**src/rtl/plc_pkg.sv**
```systemverilog
package plc_pkg;

  typedef enum logic [1:0] {
    PRESS_NONE = 2'd0,
    PRESS_UP   = 2'd1,
    PRESS_DN   = 2'd2
  } press_e;

  // Pin code to press state; both buttons at once resolve to down.
  function automatic press_e pin_to_press(input logic [1:0] pin);
    case (pin)
      2'b01:   return PRESS_UP;
      2'b10:   return PRESS_DN;
      2'b11:   return PRESS_DN;
      default: return PRESS_NONE;
    endcase
  endfunction

endpackage

```
**src/rtl/plc_unit_div.sv**
```systemverilog
module plc_unit_div #(
  parameter int UNIT_TICKS = 128
) (
  input  logic clk_i,
  input  logic rst_ni,
  input  logic tick_i,
  input  logic freeze_i,
  output logic stb_o
);
  localparam int PW = (UNIT_TICKS > 1) ? $clog2(UNIT_TICKS) : 1;
  localparam logic [PW-1:0] LAST = PW'(UNIT_TICKS - 1);

  logic [PW-1:0] cnt_q, cnt_d;
  logic          cnt_en;

  assign cnt_en = tick_i && !freeze_i;
  assign stb_o  = cnt_en && (cnt_q == LAST);

  always_comb begin
    cnt_d = cnt_q;
    if (cnt_en) begin
      if (cnt_q == LAST) cnt_d = '0;
      else               cnt_d = cnt_q + 1'b1;
    end
  end

  always_ff @(posedge clk_i or negedge rst_ni) begin
    if (!rst_ni) cnt_q <= '0;
    else         cnt_q <= cnt_d;
  end

  // a strobe is only ever produced on a tick
  p_stb_on_tick_r8: assert property (@(posedge clk_i) disable iff (!rst_ni)
    stb_o |-> (tick_i && !freeze_i));

endmodule

```
**src/rtl/plc_button.sv**
```systemverilog
module plc_button
  import plc_pkg::*;
#(
  parameter int DEB_UNITS  = 1,
  parameter int HOLD_UNITS = 32,
  parameter int REP_UNITS  = 4
) (
  input  logic       clk_i,
  input  logic       rst_ni,
  input  logic       enable_i,
  input  logic       freeze_i,
  input  logic [1:0] pin_i,
  input  logic       unit_stb_i,
  output logic       up_step_o,
  output logic       dn_step_o
);
  localparam int SW   = $clog2(DEB_UNITS + 1);
  localparam int MAXU = (HOLD_UNITS > REP_UNITS) ? HOLD_UNITS : REP_UNITS;
  localparam int RW   = $clog2(MAXU + 1);
  localparam logic [SW-1:0] DEB_L  = SW'(DEB_UNITS);
  localparam logic [RW-1:0] HOLD_L = RW'(HOLD_UNITS);
  localparam logic [RW-1:0] REP_L  = RW'(REP_UNITS);

  press_e        now_s;
  press_e        cand_q, cand_d;
  press_e        deb_q, deb_d;
  logic [SW-1:0] stab_q, stab_d;
  logic [RW-1:0] rc_q, rc_d;
  logic          rep_q, rep_d;
  logic          accept;
  logic          up_d, dn_d;

  assign now_s = pin_to_press(pin_i);

  // Debounce, hold and repeat next state
  always_comb begin
    cand_d = cand_q;
    deb_d  = deb_q;
    stab_d = stab_q;
    rc_d   = rc_q;
    rep_d  = rep_q;
    accept = 1'b0;
    up_d   = 1'b0;
    dn_d   = 1'b0;
    if (!enable_i) begin
      cand_d = PRESS_NONE;
      deb_d  = PRESS_NONE;
      stab_d = '0;
      rc_d   = '0;
      rep_d  = 1'b0;
    end else if (!freeze_i) begin
      if (now_s != cand_q) begin
        cand_d = now_s;
        stab_d = '0;
      end else if (unit_stb_i && (stab_q < DEB_L)) begin
        stab_d = stab_q + 1'b1;
        if ((stab_q == DEB_L - 1'b1) && (cand_q != deb_q)) begin
          deb_d  = cand_q;
          accept = 1'b1;
        end
      end

      if (accept) begin
        rc_d  = '0;
        rep_d = 1'b0;
        up_d  = (cand_q == PRESS_UP);
        dn_d  = (cand_q == PRESS_DN);
      end else if (unit_stb_i && (deb_q != PRESS_NONE)) begin
        if (!rep_q && (rc_q == HOLD_L - 1'b1)) begin
          rc_d  = '0;
          rep_d = 1'b1;
          up_d  = (deb_q == PRESS_UP);
          dn_d  = (deb_q == PRESS_DN);
        end else if (rep_q && (rc_q == REP_L - 1'b1)) begin
          rc_d = '0;
          up_d = (deb_q == PRESS_UP);
          dn_d = (deb_q == PRESS_DN);
        end else begin
          rc_d = rc_q + 1'b1;
        end
      end
    end
  end

  always_ff @(posedge clk_i or negedge rst_ni) begin
    if (!rst_ni) begin
      cand_q <= PRESS_NONE;
      deb_q  <= PRESS_NONE;
      stab_q <= '0;
      rc_q   <= '0;
      rep_q  <= 1'b0;
    end else begin
      cand_q <= cand_d;
      deb_q  <= deb_d;
      stab_q <= stab_d;
      rc_q   <= rc_d;
      rep_q  <= rep_d;
    end
  end

  assign up_step_o = up_d;
  assign dn_step_o = dn_d;

  // steps only on a unit strobe
  p_step_on_stb_r8: assert property (@(posedge clk_i) disable iff (!rst_ni)
    (up_step_o || dn_step_o) |-> unit_stb_i);

  // frozen state does not move while in shutdown
  p_frozen_r10: assert property (@(posedge clk_i) disable iff (!rst_ni)
    (freeze_i && enable_i) |=> ($stable(stab_q) && $stable(rc_q) && $stable(deb_q)));

  // an idle debounced state never produces a step
  p_idle_quiet_r11: assert property (@(posedge clk_i) disable iff (!rst_ni)
    (deb_q == PRESS_NONE && cand_q == PRESS_NONE) |-> !(up_step_o || dn_step_o));

endmodule

```
**src/rtl/plc_level.sv**
```systemverilog
module plc_level #(
  parameter int CODE_W = 6
) (
  input  logic              clk_i,
  input  logic              rst_ni,
  input  logic              mode_i,
  input  logic              sleep_i,
  input  logic              inc_i,
  input  logic              up_step_i,
  input  logic              dn_step_i,
  output logic [CODE_W-1:0] code_o
);
  logic [CODE_W-1:0] code_q, code_d;

  always_comb begin
    code_d = code_q;
    if (sleep_i) begin
      code_d = '0;
    end else if (!mode_i) begin
      if (inc_i) code_d = code_q + 1'b1;
    end else if (up_step_i && (code_q != '1)) begin
      code_d = code_q + 1'b1;
    end else if (dn_step_i && (code_q != '0)) begin
      code_d = code_q - 1'b1;
    end
  end

  always_ff @(posedge clk_i or negedge rst_ni) begin
    if (!rst_ni) code_q <= '0;
    else         code_q <= code_d;
  end

  assign code_o = code_q;

  // edge mode wraps at full scale
  p_wrap_r2: assert property (@(posedge clk_i) disable iff (!rst_ni)
    (!mode_i && !sleep_i && inc_i && code_q == '1) |=> (code_q == '0));
  // holds at full scale
  p_sat_hi_r4: assert property (@(posedge clk_i) disable iff (!rst_ni)
    (mode_i && !sleep_i && !dn_step_i && code_q == '1) |=> (code_q == '1));
  // holds at zero scale
  p_sat_lo_r5: assert property (@(posedge clk_i) disable iff (!rst_ni)
    (mode_i && !sleep_i && !up_step_i && code_q == '0) |=> (code_q == '0));
  // shutdown clears the code
  p_sleep_zero_r10: assert property (@(posedge clk_i) disable iff (!rst_ni)
    sleep_i |=> (code_q == '0));

endmodule

```
**src/rtl/plc_pwm.sv**
```systemverilog
module plc_pwm #(
  parameter int CODE_W = 6
) (
  input  logic              clk_i,
  input  logic              rst_ni,
  input  logic              en_i,
  input  logic              sleep_i,
  input  logic [CODE_W-1:0] code_i,
  output logic              pwm_o
);
  logic [CODE_W-1:0] slot_q, slot_d;
  logic              pwm_q, pwm_d;

  always_comb begin
    slot_d = slot_q;
    if (sleep_i)   slot_d = '0;
    else if (en_i) slot_d = slot_q + 1'b1;
    pwm_d = !sleep_i && (slot_q < code_i);
  end

  always_ff @(posedge clk_i or negedge rst_ni) begin
    if (!rst_ni) begin
      slot_q <= '0;
      pwm_q  <= 1'b0;
    end else begin
      slot_q <= slot_d;
      pwm_q  <= pwm_d;
    end
  end

  assign pwm_o = pwm_q;

  // zero code never raises the output
  p_zero_low_r9: assert property (@(posedge clk_i) disable iff (!rst_ni)
    (code_i == '0) |=> !pwm_q);
  // shutdown holds the output low
  p_sleep_low_r10: assert property (@(posedge clk_i) disable iff (!rst_ni)
    sleep_i |=> !pwm_q);

endmodule

```
**src/rtl/pwm_level_channel.sv**
```systemverilog
module pwm_level_channel #(
  parameter int CODE_W     = 6,
  parameter int UNIT_TICKS = 128,
  parameter int DEB_UNITS  = 1,
  parameter int HOLD_UNITS = 32,
  parameter int REP_UNITS  = 4
) (
  input  logic              clk_i,
  input  logic              rst_ni,
  input  logic              tick_i,
  input  logic              pwm_en_i,
  input  logic              mode_i,
  input  logic [1:0]        pin_i,
  input  logic              sleep_i,
  output logic              pwm_o,
  output logic [CODE_W-1:0] code_o
);
  logic       rst_s1_q, rst_n;
  logic       pin0_q;
  logic       inc_edge;
  logic       unit_stb;
  logic       up_step, dn_step;

  // Reset asserts at once and releases on the clock
  always_ff @(posedge clk_i or negedge rst_ni) begin
    if (!rst_ni) begin
      rst_s1_q <= 1'b0;
      rst_n    <= 1'b0;
    end else begin
      rst_s1_q <= 1'b1;
      rst_n    <= rst_s1_q;
    end
  end

  always_ff @(posedge clk_i or negedge rst_n) begin
    if (!rst_n) pin0_q <= 1'b0;
    else        pin0_q <= pin_i[0];
  end

  assign inc_edge = pin_i[0] && !pin0_q;

  plc_unit_div #(.UNIT_TICKS(UNIT_TICKS)) u_div (
    .clk_i(clk_i), .rst_ni(rst_n), .tick_i(tick_i),
    .freeze_i(sleep_i), .stb_o(unit_stb)
  );

  plc_button #(
    .DEB_UNITS(DEB_UNITS), .HOLD_UNITS(HOLD_UNITS), .REP_UNITS(REP_UNITS)
  ) u_btn (
    .clk_i(clk_i), .rst_ni(rst_n), .enable_i(mode_i), .freeze_i(sleep_i),
    .pin_i(pin_i), .unit_stb_i(unit_stb),
    .up_step_o(up_step), .dn_step_o(dn_step)
  );

  plc_level #(.CODE_W(CODE_W)) u_level (
    .clk_i(clk_i), .rst_ni(rst_n), .mode_i(mode_i), .sleep_i(sleep_i),
    .inc_i(inc_edge), .up_step_i(up_step), .dn_step_i(dn_step),
    .code_o(code_o)
  );

  plc_pwm #(.CODE_W(CODE_W)) u_pwm (
    .clk_i(clk_i), .rst_ni(rst_n), .en_i(pwm_en_i), .sleep_i(sleep_i),
    .code_i(code_o), .pwm_o(pwm_o)
  );

  // outputs idle while reset is held
  p_reset_idle_r1: assert property (@(posedge clk_i) !rst_n |-> (code_o == '0 && !pwm_o));

endmodule

```
**config.mk**
```make
export PLATFORM = sky130hd
export DESIGN_NAME = pwm_level_channel
export DESIGN_NICKNAME = d
export VERILOG_FILES = /design/src/rtl/plc_pkg.sv /design/src/rtl/plc_unit_div.sv /design/src/rtl/plc_button.sv /design/src/rtl/plc_level.sv /design/src/rtl/plc_pwm.sv /design/src/rtl/pwm_level_channel.sv
export SDC_FILE = /design/constraint.sdc
export NUM_CORES = 1
export LEC_CHECK = 0
export BUFFER_PORTS_ARGS = -buffer_cell sky130_fd_sc_hd__buf_4
export CORE_AREA = 5 5 70 72
export DETAILED_ROUTE_END_ITERATION = 7
export DIE_AREA = 0 0 75 77
export MAX_ROUTING_LAYER = met4
export PLACE_DENSITY = 0.72
export SLEW_MARGIN = 30
export SYNTH_ARGS = -nofsm -noshare
export SYNTH_HDL_FRONTEND = slang
export SYNTH_SLANG_ARGS = --single-unit
```
**constraint.sdc**
```tcl
create_clock -name clk_i -period 1.25 [get_ports clk_i]
set_clock_uncertainty 0.1 [all_clocks]
set_input_delay 0.25 -clock clk_i [delete_from_list [all_inputs] [get_ports clk_i]]
set_output_delay 0.25 -clock clk_i [all_outputs]
set_load 0.02 [all_outputs]
```
==> results.py, run 1 <==
metrics = {
    "power_and_ir_drop": {
        "swShare_pct": 31.5,
        "clockPowerShare_pct": 26.1,
        "power_density_mw_per_mm2": 918,
        "switchingPower_mw": 1.01,
        "power.internal_mw": 2.21,
        "p_leak_nw": 1.58,
        "sequentialPowerShare_pct": 41.9,
        "p_total_mw": 3.22,
        "vdd.ir_drop.worst_mv": 0.965,
        "power_frac_comb_pct": 32.0,
    },
    "timing": {
        "fin_setup_tns_ps": -15980,
        "hold_viol_final": 0,
        "setup_viol": 30,
        "max_freq_mhz": 393,
        "hold_slack_ps": 118,
        "min_period_over_period_pct": 204,
        "rsz0062_at_grt": "true",
        "finalMaxSlewViolations": 0,
        "fin_crit_ps": 2550,
        "worst_slack_ps": -1300,
    },
    "detailed_routing": {
        "firstDrtPassIters": 4,
        "remaining_drc_errors": 0,
        "vias_per_cell": 5.71,
        "ant_nets": 0,
        "initialDrtViolationCount": 127,
        "wl_per_cell_microns": 17.4,
        "postRouteWirelength_mm": 6.66,
        "vias": 2180,
    },
    "critical_path": {
        "crit_top_cell": "mux2_4",
        "crit_slowest_cell": "or4b_4",
        "path_cells": "or4b_4 -> a2111oi_4 -> nand3_1 -> mux2_4 -> o41a_1 -> mux2_4",
        "crit_arrival_ps": 2630,
        "critPathMaxStageDelay_ps": 560,
        "required_ps": 1340,
        "worst-path-buf-inv": 0,
        "critical_path.startpoint_type": "flop",
        "worstPathMaxFanout": 4,
        "crit_type": "flop to flop",
        "end_kind": "flop",
        "crit_family": "simple AND/OR/NAND/NOR gates",
    },
    "synth": {
        "ys_ff_latch": 35,
        "syn_avg_cell_area_sq_um": 9.77,
        "synth-edff-count": 0,
        "synth_ff_type": "dfrtp_1",
        "synth_commonest_cells": "35 x dfrtp_1, 22 x nor2_1, 15 x nand2_1",
        "synth.most_common_cell": "dfrtp_1",
        "async_flop_share_pct": 100,
        "yosysWarnings": 0,
        "yosys.area.top_type": "dfrtp_1",
        "synth_cell_type_count": 55,
        "netlist_top_cells_area": "dfrtp_1 39%, ha_1 6.2%, nor2_1 3.7%",
        "yosys.area.top_type_share_pct": 39.3,
        "syn_nets": 247,
        "ys_seq_area_share_pct": 39.3,
        "synth_cells": 228,
        "syn_area_sq_mm": 0.00223,
    },
    "floorplan": {
        "dieArea_sq_mm": 0.00578,
        "num_rows": 24,
        "io_pins": 15,
        "die_h_microns": 77,
        "die_x_microns": 75,
        "coreArea_sq_mm": 0.00423,
        "initial_utilization_pct": 52.6,
    },
    "placement": {
        "gp_congestion": 0.836,
        "place_area_sq_mm": 0.00298,
        "place_inst": 362,
        "io_buffers": 14,
        "dp_hpwl_mm": 4.19,
        "place_ws_ps": -1260,
    },
    "final_layout": {
        "finalNetCount": 348,
        "fill_cells": 242,
        "drive_above_1_share_pct": 49.7,
        "fin_cells": 382,
        "antennaDiodeCount": 0,
        "layout-area-overhead-vs-synth_pct": 57.4,
        "design_area_sq_mm": 0.00351,
        "utilization_pct": 82.8,
    },
    "global_routing": {
        "grt-ovfl-total": 0,
        "first_global_vias": 2392,
        "track_usage_pct": 24.1,
        "grt_pass1_wl_mm": 10.6,
        "grt_max_degree": 21,
        "antenna_found_initial": 0,
    },
    "run": {
        "max-cap-violations": 0,
    },
    "outcome": {
        "violations": "setup timing",
        "outcome": "complete, but fails checks",
    },
    "worst_hold_path": {
        "hold_path.class": "flop to async pin",
    },
    "clock_tree": {
        "clk_latency_ps": 300,
        "cts_buffers": 5,
        "htreeDepth": 2,
        "cts_tree": "built",
        "root_buffer": "clkbuf_8",
        "path_clk_slew_ps": 70,
        "clock-sinks": 35,
        "cts_buffer_depth": 2,
    },
}
## placed cells by master, fill, tap and decap left out, types with 4 or more instances in the layout
cell type / count
xnor2_1: 6
dfrtp_2: 4
dfrtp_1: 31
clkbuf_8: 5
a21o_1: 6
buf_6: 26
a21oi_1: 6
nor2_1: 19
a21oi_2: 4
nand2_1: 12
nor2b_1: 7
nand3_1: 9
o211ai_1: 6
mux2i_1: 6
ha_1: 8
buf_4: 72
nand4_1: 4
inv_1: 8
o21ai_0: 5
## worst paths after layout
check	startpoint	to	slack (ps)	cells after the start
max reg2reg	u_btn.rc_q[4]	u_level.code_o[5]	-1300	6
min	rst_n	u_level.code_o[1]	120	1
max in group asynchronous	rst_n	u_btn.cand_q[1]	700	1
min reg2reg	rst_n	u_level.code_o[1]	120	1
min in group clk_i	pin_i[0]	pin0_q	120	2
max	u_btn.rc_q[4]	u_level.code_o[5]	-1300	6
## worst reg2reg max path, cell delays in order, from the launching register on
cell	delay, ps
dfrtp_1	390
or4b_4	560
a2111oi_4	330
nand3_1	120
mux2_4	310
o41a_1	330
mux2_4	300
## layout make-up
class	instances	area [sq um]	share of cell area [%]
clock buffers	7	76.3	2.18
multi-input cells	179	1600	45.6
repair buffers	99	843	24.1
clock inverters	1	5.00	0.143
inverters	9	36.3	1.03
well taps	52	65.1	1.86
flip-flops and latches	35	881	25.1
## layer usage
layer | global-route usage [%] | vias up | share of wire, %
li1 | - | 1039 | -
met1 | 28.1 | 1075 | 40
met2 | 38.9 | 51 | 53
met3 | 5.10 | 15 | 4.0
met4 | 11.4 | 0 | 2.7
met5 | - | - | 0
## cell families after synthesis
family / count (synthesis) / synth area share [%]
fa+ha+maj: 11 / 6.18
simple gates: 89 / 21.4
buf+inv: 14 / 2.42
compound gates: 56 / 20.6
mux: 11 / 5.56
flops: 35 / 39.3
other cells: 1 / 0.168
xor+xnor: 11 / 4.33
## flip-flops by register name (all words and copies together) (netlist names)
name            count
u_div.cnt_q         7
u_btn.rc_q          6
u_level.code_o      6
u_pwm.slot_q        6
u_btn.cand_q        2
u_btn.deb_q         2
pin0_q              1
rst_n               1
rst_s1_q            1
u_btn.rep_q         1
u_btn.stab_q        1
u_pwm.pwm_o         1
## what timing repair did
action	4_1_cts	5_1_grt
gates cloned	0	0
pin swaps	8	14
buffers inserted	8	13
hold buffers	1	0
setup endpoints to repair	29	31
resized for setup	43	39
endpoints found under the hold margin	2	0
## power by group through the flow
stage               logic, mW  registers [mW]  clock network (mW)
floorplan               0.342            1.40                   0
global placement        0.786            1.35                   0
detailed placement      0.824            1.36                   0
CTS                     0.869            1.34               0.842
global route             1.12            1.36               0.897
finish                   1.03            1.35               0.840
Power figures use the tool's default switching activity.
==> run 2, diff against run 1 <==
- CORE_AREA: 5 5 70 72 -> 5 5 71 73
- DIE_AREA: 0 0 75 77 -> 0 0 76 78
- PLACE_DENSITY: 0.72 -> 0.71
- SYNTH_HIERARCHICAL: not set -> 1
==> results.py, run 2 <==
metrics = {
    "clock_tree": {
        "cts_tree": "built",
        "clk_latency_ps": 290,
        "clock-sinks": 35,
        "cts_buffer_depth": 2,
        "cts_buffers": 5,
        "path_clk_slew_ps": 70,
        "htreeDepth": 2,
        "root_buffer": "clkbuf_8",
    },
    "final_layout": {
        "fin_cells": 395,
        "antennaDiodeCount": 0,
        "layout-area-overhead-vs-synth_pct": 54.9,
        "top_register": "u_div/cnt_q",
        "largest_reg_flops": 7,
        "layout_common_cells": "71 x buf_4, 30 x dfrtp_1, 25 x buf_6, 18 x nor2_1",
        "final_common_cell": "buf_4",
        "drive_above_1_share_pct": 46.6,
        "design_area_sq_mm": 0.00351,
        "finalNetCount": 361,
        "utilization_pct": 81.8,
    },
    "critical_path": {
        "crit_type": "flop to flop",
        "crit_arrival_ps": 3190,
        "end_kind": "flop",
        "required_ps": 1330,
        "critical_path.startpoint_type": "flop",
        "worstPathMaxFanout": 2,
    },
    "worst_hold_path": {
        "hold_path.class": "flop to async pin",
    },
    "synth": {
        "synth_commonest_cells": "35 x dfrtp_1, 21 x nor2_1, 18 x inv_1",
        "syn_avg_cell_area_sq_um": 9.41,
        "synth-edff-count": 0,
        "ys_ff_latch": 35,
        "ys_seq_area_share_pct": 38.6,
        "syn_area_sq_mm": 0.00227,
        "yosys.area.top_type": "dfrtp_1",
        "yosysWarnings": 6,
        "netlist_top_cells_area": "dfrtp_1 39%, ha_1 6.1%, o21ai_0 3.5%",
        "yosys.area.top_type_share_pct": 38.6,
        "synth.most_common_cell": "dfrtp_1",
        "async_flop_share_pct": 100,
        "syn_nets": 260,
        "synth_cell_type_count": 65,
        "synth_ff_type": "dfrtp_1",
        "synth_cells": 241,
    },
    "placement": {
        "place_ws_ps": -1630,
        "gp_congestion": 0.872,
        "place_inst": 370,
        "io_buffers": 14,
        "dp_hpwl_mm": 4.12,
        "place_area_sq_mm": 0.00301,
    },
    "global_routing": {
        "grt_max_degree": 29,
        "antenna_found_initial": 0,
        "first_global_vias": 2284,
        "grt_pass1_wl_mm": 10.6,
        "track_usage_pct": 22.5,
        "grt-ovfl-total": 0,
    },
    "detailed_routing": {
        "wl_met2_mm": 3.73,
        "wl_met1_mm": 3.08,
        "postRouteWirelength_mm": 7.39,
        "vias_per_cell": 5.94,
        "vias": 2348,
        "remaining_drc_errors": 0,
        "ant_nets": 0,
        "firstDrtPassIters": 4,
        "top_layer": "met4",
        "met3_length_microns": 372,
        "initialDrtViolationCount": 139,
        "wl_per_cell_microns": 18.7,
    },
    "timing": {
        "hold_slack_ps": 32.9,
        "fin_crit_ps": 3110,
        "rsz0062_at_grt": "true",
        "max_freq_mhz": 322,
        "min_period_over_period_pct": 249,
        "finalMaxSlewViolations": 0,
        "fin_setup_tns_ps": -19000,
        "hold_viol_final": 0,
        "worst_slack_ps": -1860,
        "setup_viol": 30,
    },
    "floorplan": {
        "io_pins": 15,
        "initial_utilization_pct": 52.8,
        "die_h_microns": 78,
        "die_x_microns": 76,
        "num_rows": 24,
        "dieArea_sq_mm": 0.00593,
        "coreArea_sq_mm": 0.00429,
    },
    "power_and_ir_drop": {
        "power_density_mw_per_mm2": 945,
        "p_total_mw": 3.32,
        "p_leak_nw": 1.57,
        "vdd.ir_drop.worst_mv": 0.651,
    },
    "run": {
        "max-cap-violations": 0,
    },
    "outcome": {
        "violations": "setup timing",
        "outcome": "complete, but fails checks",
    },
}
==> run 2: worst paths after layout <==
path	endpoint	depth (start not counted)	from	slack, ps
max	u_level/code_o[4]	12	u_div/cnt_q[0]	-1860
min	u_level/code_o[1]	0	rst_n	30
max reg2reg	u_level/code_o[4]	12	u_div/cnt_q[0]	-1860
min reg2reg	u_level/code_o[1]	0	rst_n	30
max in group asynchronous	u_pwm/slot_q[0]	1	rst_n	540
min in group clk_i	pin0_q	2	pin_i[0]	100
==> run 2: logic make-up (layout without fill, tap and decap cells) <==
kind of cell | count (synthesis) | in the layout | share of synthesized area [%]
other | 1 | 1 | 0.165
AO/OA/AOI/OAI | 59 | 59 | 18.3
multiplexers | 8 | 8 | 3.86
XOR/XNOR | 10 | 10 | 3.86
adder cells (fa/ha/maj) | 11 | 11 | 6.07
flip-flops | 35 | 35 | 38.6
AND/OR/NAND/NOR | 93 | 93 | 24.7
buffers and inverters | 24 | 126 | 4.41
==> run 2: layer usage <==
| metal | track usage (%) | up-vias |
|---|---|---|
| met3 | 5.09 | 21 |
| met4 | 8.36 | 0 |
| met1 | 27.6 | 1167 |
| met5 | - | - |
| li1 | - | 1080 |
| met2 | 36.2 | 80 |
==> run 2: layout make-up <==
type                    instances  area [sq um]
multi-input cells             182          1550
fillers                       240           782
clock inverters                 1          5.00
well taps                      52          65.1
inverters                      19          73.8
repair buffers                 99           860
flip-flops and latches         35           882
clock buffers                   7          76.3
==> run 2: report_power, final <==
part	total, mW	internal, mW	switching, mW
Clock	0.825	0.392	0.434
Combinational	1.14	0.565	0.572
Sequential	1.36	1.25	0.109
==> run 2: worst max-delay path: stages (launching register included) <==
cell and delay [ps]:
dfrtp_1 400, ha_4 170, nand3_4 80, nor3_4 170
nor2b_4 230, o21ai_4 90, nor2_4 140, a32oi_1 130
nor2_1 200, o41ai_2 120, or4b_1 490, a311o_1 380
mux2_4 300
==> run 2: repair_timing <==
item | CTS | global route
hold buffers | 1 | 0
gates resized for setup | 36 | 35
endpoints found under the hold margin | 2 | 0
buffers inserted | 7 | 12
endpoints found under the setup margin | 29 | 32
pin swaps | 13 | 12
==> run 3, diff against run 2 <==
- ABC_AREA: not set -> 1
- CORE_AREA: 5 5 71 73 -> 5 5 73 75
- CTS_CLUSTER_SIZE: not set -> 8
- DIE_AREA: 0 0 76 78 -> 0 0 78 80
- PLACE_DENSITY: 0.71 -> 0.72
==> results.py, run 3 <==
metrics = {
    "global_routing": {
        "track_usage_pct": 21.2,
        "antenna_found_initial": 0,
        "first_global_vias": 2418,
        "grt_pass1_wl_mm": 10.4,
        "grt_max_degree": 34,
        "grt-ovfl-total": 0,
    },
    "synth": {
        "synth-edff-count": 0,
        "syn_avg_cell_area_sq_um": 7.41,
        "netlist_top_cells_area": "dfrtp_1 36%, nand2_1 13%, nand3_1 7.8%",
        "yosys.area.top_type": "dfrtp_1",
        "yosysWarnings": 6,
        "synth_cell_type_count": 30,
        "synth.most_common_cell": "nand2_1",
        "ys_seq_area_share_pct": 35.7,
        "async_flop_share_pct": 100,
        "yosys.area.top_type_share_pct": 35.7,
        "syn_area_sq_mm": 0.00245,
        "synth_cells": 331,
        "synth_ff_type": "dfrtp_1",
        "syn_nets": 350,
        "synth_commonest_cells": "85 x nand2_1, 38 x nand3_1, 37 x inv_1",
        "ys_ff_latch": 35,
    },
    "timing": {
        "setup_viol": 29,
        "fin_setup_tns_ps": -16060,
        "finalMaxSlewViolations": 0,
        "hold_slack_ps": 77.5,
        "fin_crit_ps": 2370,
        "worst_slack_ps": -1120,
        "min_period_over_period_pct": 190,
        "rsz0062_at_grt": "true",
        "max_freq_mhz": 422,
        "hold_viol_final": 0,
    },
    "worst_hold_path": {
        "hold_path.class": "primary input to flop",
        "min_to": "pin0_q",
        "hold_start": "pin_i[0]",
        "worst_hold_path.num_cells": 2,
    },
    "final_layout": {
        "finalNetCount": 447,
        "multi_input_area_sq_mm": 0.00152,
        "drive_above_1_share_pct": 41.5,
        "layout-area-overhead-vs-synth_pct": 42.8,
        "antennaDiodeCount": 0,
        "largest_reg_flops": 7,
        "top_register": "u_div/cnt_q",
        "register_area_sq_um": 880,
        "fill_cells": 320,
        "design_area_sq_mm": 0.00350,
        "layout_common_cells": "81 x buf_4, 69 x nand2_1, 35 x nand3_1, 34 x inv_1, 32 x dfrtp_1",
        "final_common_cell": "buf_4",
    },
    "power_and_ir_drop": {
        "power_density_mw_per_mm2": 1040,
        "vdd.ir_drop.worst_mv": 0.520,
        "p_leak_nw": 1.82,
        "p_total_mw": 3.65,
    },
    "detailed_routing": {
        "remaining_drc_errors": 0,
        "postRouteWirelength_mm": 6.52,
        "wl_per_cell_microns": 13.5,
        "ant_nets": 0,
        "firstDrtPassIters": 5,
        "vias_per_cell": 5.30,
        "initialDrtViolationCount": 120,
        "vias": 2561,
    },
    "critical_path": {
        "worstPathMaxFanout": 4,
        "required_ps": 1380,
        "end_kind": "flop",
        "r2r_cells": 20,
        "crit_arrival_ps": 2500,
        "r2r-start": "u_div/cnt_q[0]",
        "r2r-end": "u_level/code_o[4]",
        "r2r_slack_ps": -1120,
        "crit_type": "flop to flop",
        "critical_path.startpoint_type": "flop",
    },
    "placement": {
        "dp_hpwl_mm": 4.29,
        "gp_congestion": 0.851,
        "place_area_sq_mm": 0.00311,
        "io_buffers": 14,
    },
    "outcome": {
        "violations": "setup timing",
        "outcome": "complete, but fails checks",
    },
    "clock_tree": {
        "cts_buffer_depth": 2,
        "clock-sinks": 35,
        "cts_tree": "built",
        "cts_buffers": 5,
        "htreeDepth": 2,
        "path_clk_slew_ps": 70,
        "root_buffer": "clkbuf_8",
        "clk_latency_ps": 290,
    },
    "floorplan": {
        "die_x_microns": 78,
        "die_h_microns": 80,
        "initial_utilization_pct": 53.3,
        "dieArea_sq_mm": 0.00624,
        "coreArea_sq_mm": 0.00460,
        "io_pins": 15,
        "num_rows": 25,
    },
    "run": {
        "max-cap-violations": 0,
    },
}
run 3: cell count changes after synthesis, moves of 9 or more:
cell | previous run | this run
nor2b_1 | 10 | 0
o21ai_0 | 16 | 4
inv_1 | 18 | 37
nand3_1 | 5 | 38
nand2_1 | 17 | 85
nand2_2 | 0 | 9
run 3: worst max path at each step:
stage               slack [ps]                end            from  cells past startpoint
CTS                       -970  u_level/code_o[3]  u_div/cnt_q[0]                     20
finish                   -1120  u_level/code_o[4]  u_div/cnt_q[0]                     20
global placement          -970  u_level/code_o[5]  u_div/cnt_q[1]                     20
floorplan                -1020  u_level/code_o[5]  u_div/cnt_q[1]                     20
global route             -1210  u_level/code_o[2]  u_div/cnt_q[0]                     20
detailed placement       -1050  u_level/code_o[5]  u_div/cnt_q[0]                     20
run 3: where the power goes:
part / switching (mW) / total, mW / internal (mW)
logic: 0.718 / 1.33 / 0.610
clock network: 0.400 / 0.903 / 0.503
registers: 0.144 / 1.42 / 1.27
total: 1.26 / 3.65 / 2.39
run 3: metal layers:
metal  up-vias  share of wire, %  routed length [microns]  GRT usage (%)
met4         0               2.5                      163           7.26
met1      1215                41                     2680           23.4
met2        67                52                     3400           38.1
met5         -                 0                        0              -
met3        19               4.2                      275           4.29
li1       1260                 -                        -              -
run 3: cells by family after synthesis:
family	after synthesis	share of synthesized area (%)
fa+ha+maj	11	5.61
flops	35	35.7
compound gates	32	8.01
other cells	1	0.153
xor+xnor	10	3.57
simple gates	193	38.8
buf+inv	49	8.11
run 3: repair_timing:
item | in CTS | in global routing
setup endpoints to repair | 28 | 30
setup buffers | 19 | 6
endpoints found under the hold margin | 2 | 0
resized for setup | 23 | 27
hold buffers | 1 | 0
pin swaps | 11 | 9
run 3: per-stage QoR:
stage	setup WS, ps	util (%)	instances
after CTS	-967	73.4	478
after global routing	-1210	76.1	483
after detailed placement	-1050	67.7	460
after global placement	-974	67.7	460
after floorplan	-1020	-	331
final	-1120	76.1	483
run 3: cell type report:
class | count | share of cell area (%)
clock buffers | 8 | 2.86
inverters | 46 | 5.08
multi-input cells | 247 | 43.5
flip-flops and latches | 35 | 25.1
well taps | 54 | 1.93
repair buffers | 93 | 21.5
run 3: critical path, stage by stage, from the launching register on:
cell and delay (ps):
dfrtp_1 360, ha_2 190, nand3_2 90, nor2_4 100, nand2_2 80, inv_2 70
inv_2 50, nor2_4 100, nand2_4 70, nor2_8 110, inv_2 50, nand2_1 60
nand2_1 50, nor2_1 140, inv_1 70, o21bai_4 200, nand2_1 80, nand2_1 70
nand2_2 100, nand3_1 110, nand2_1 70
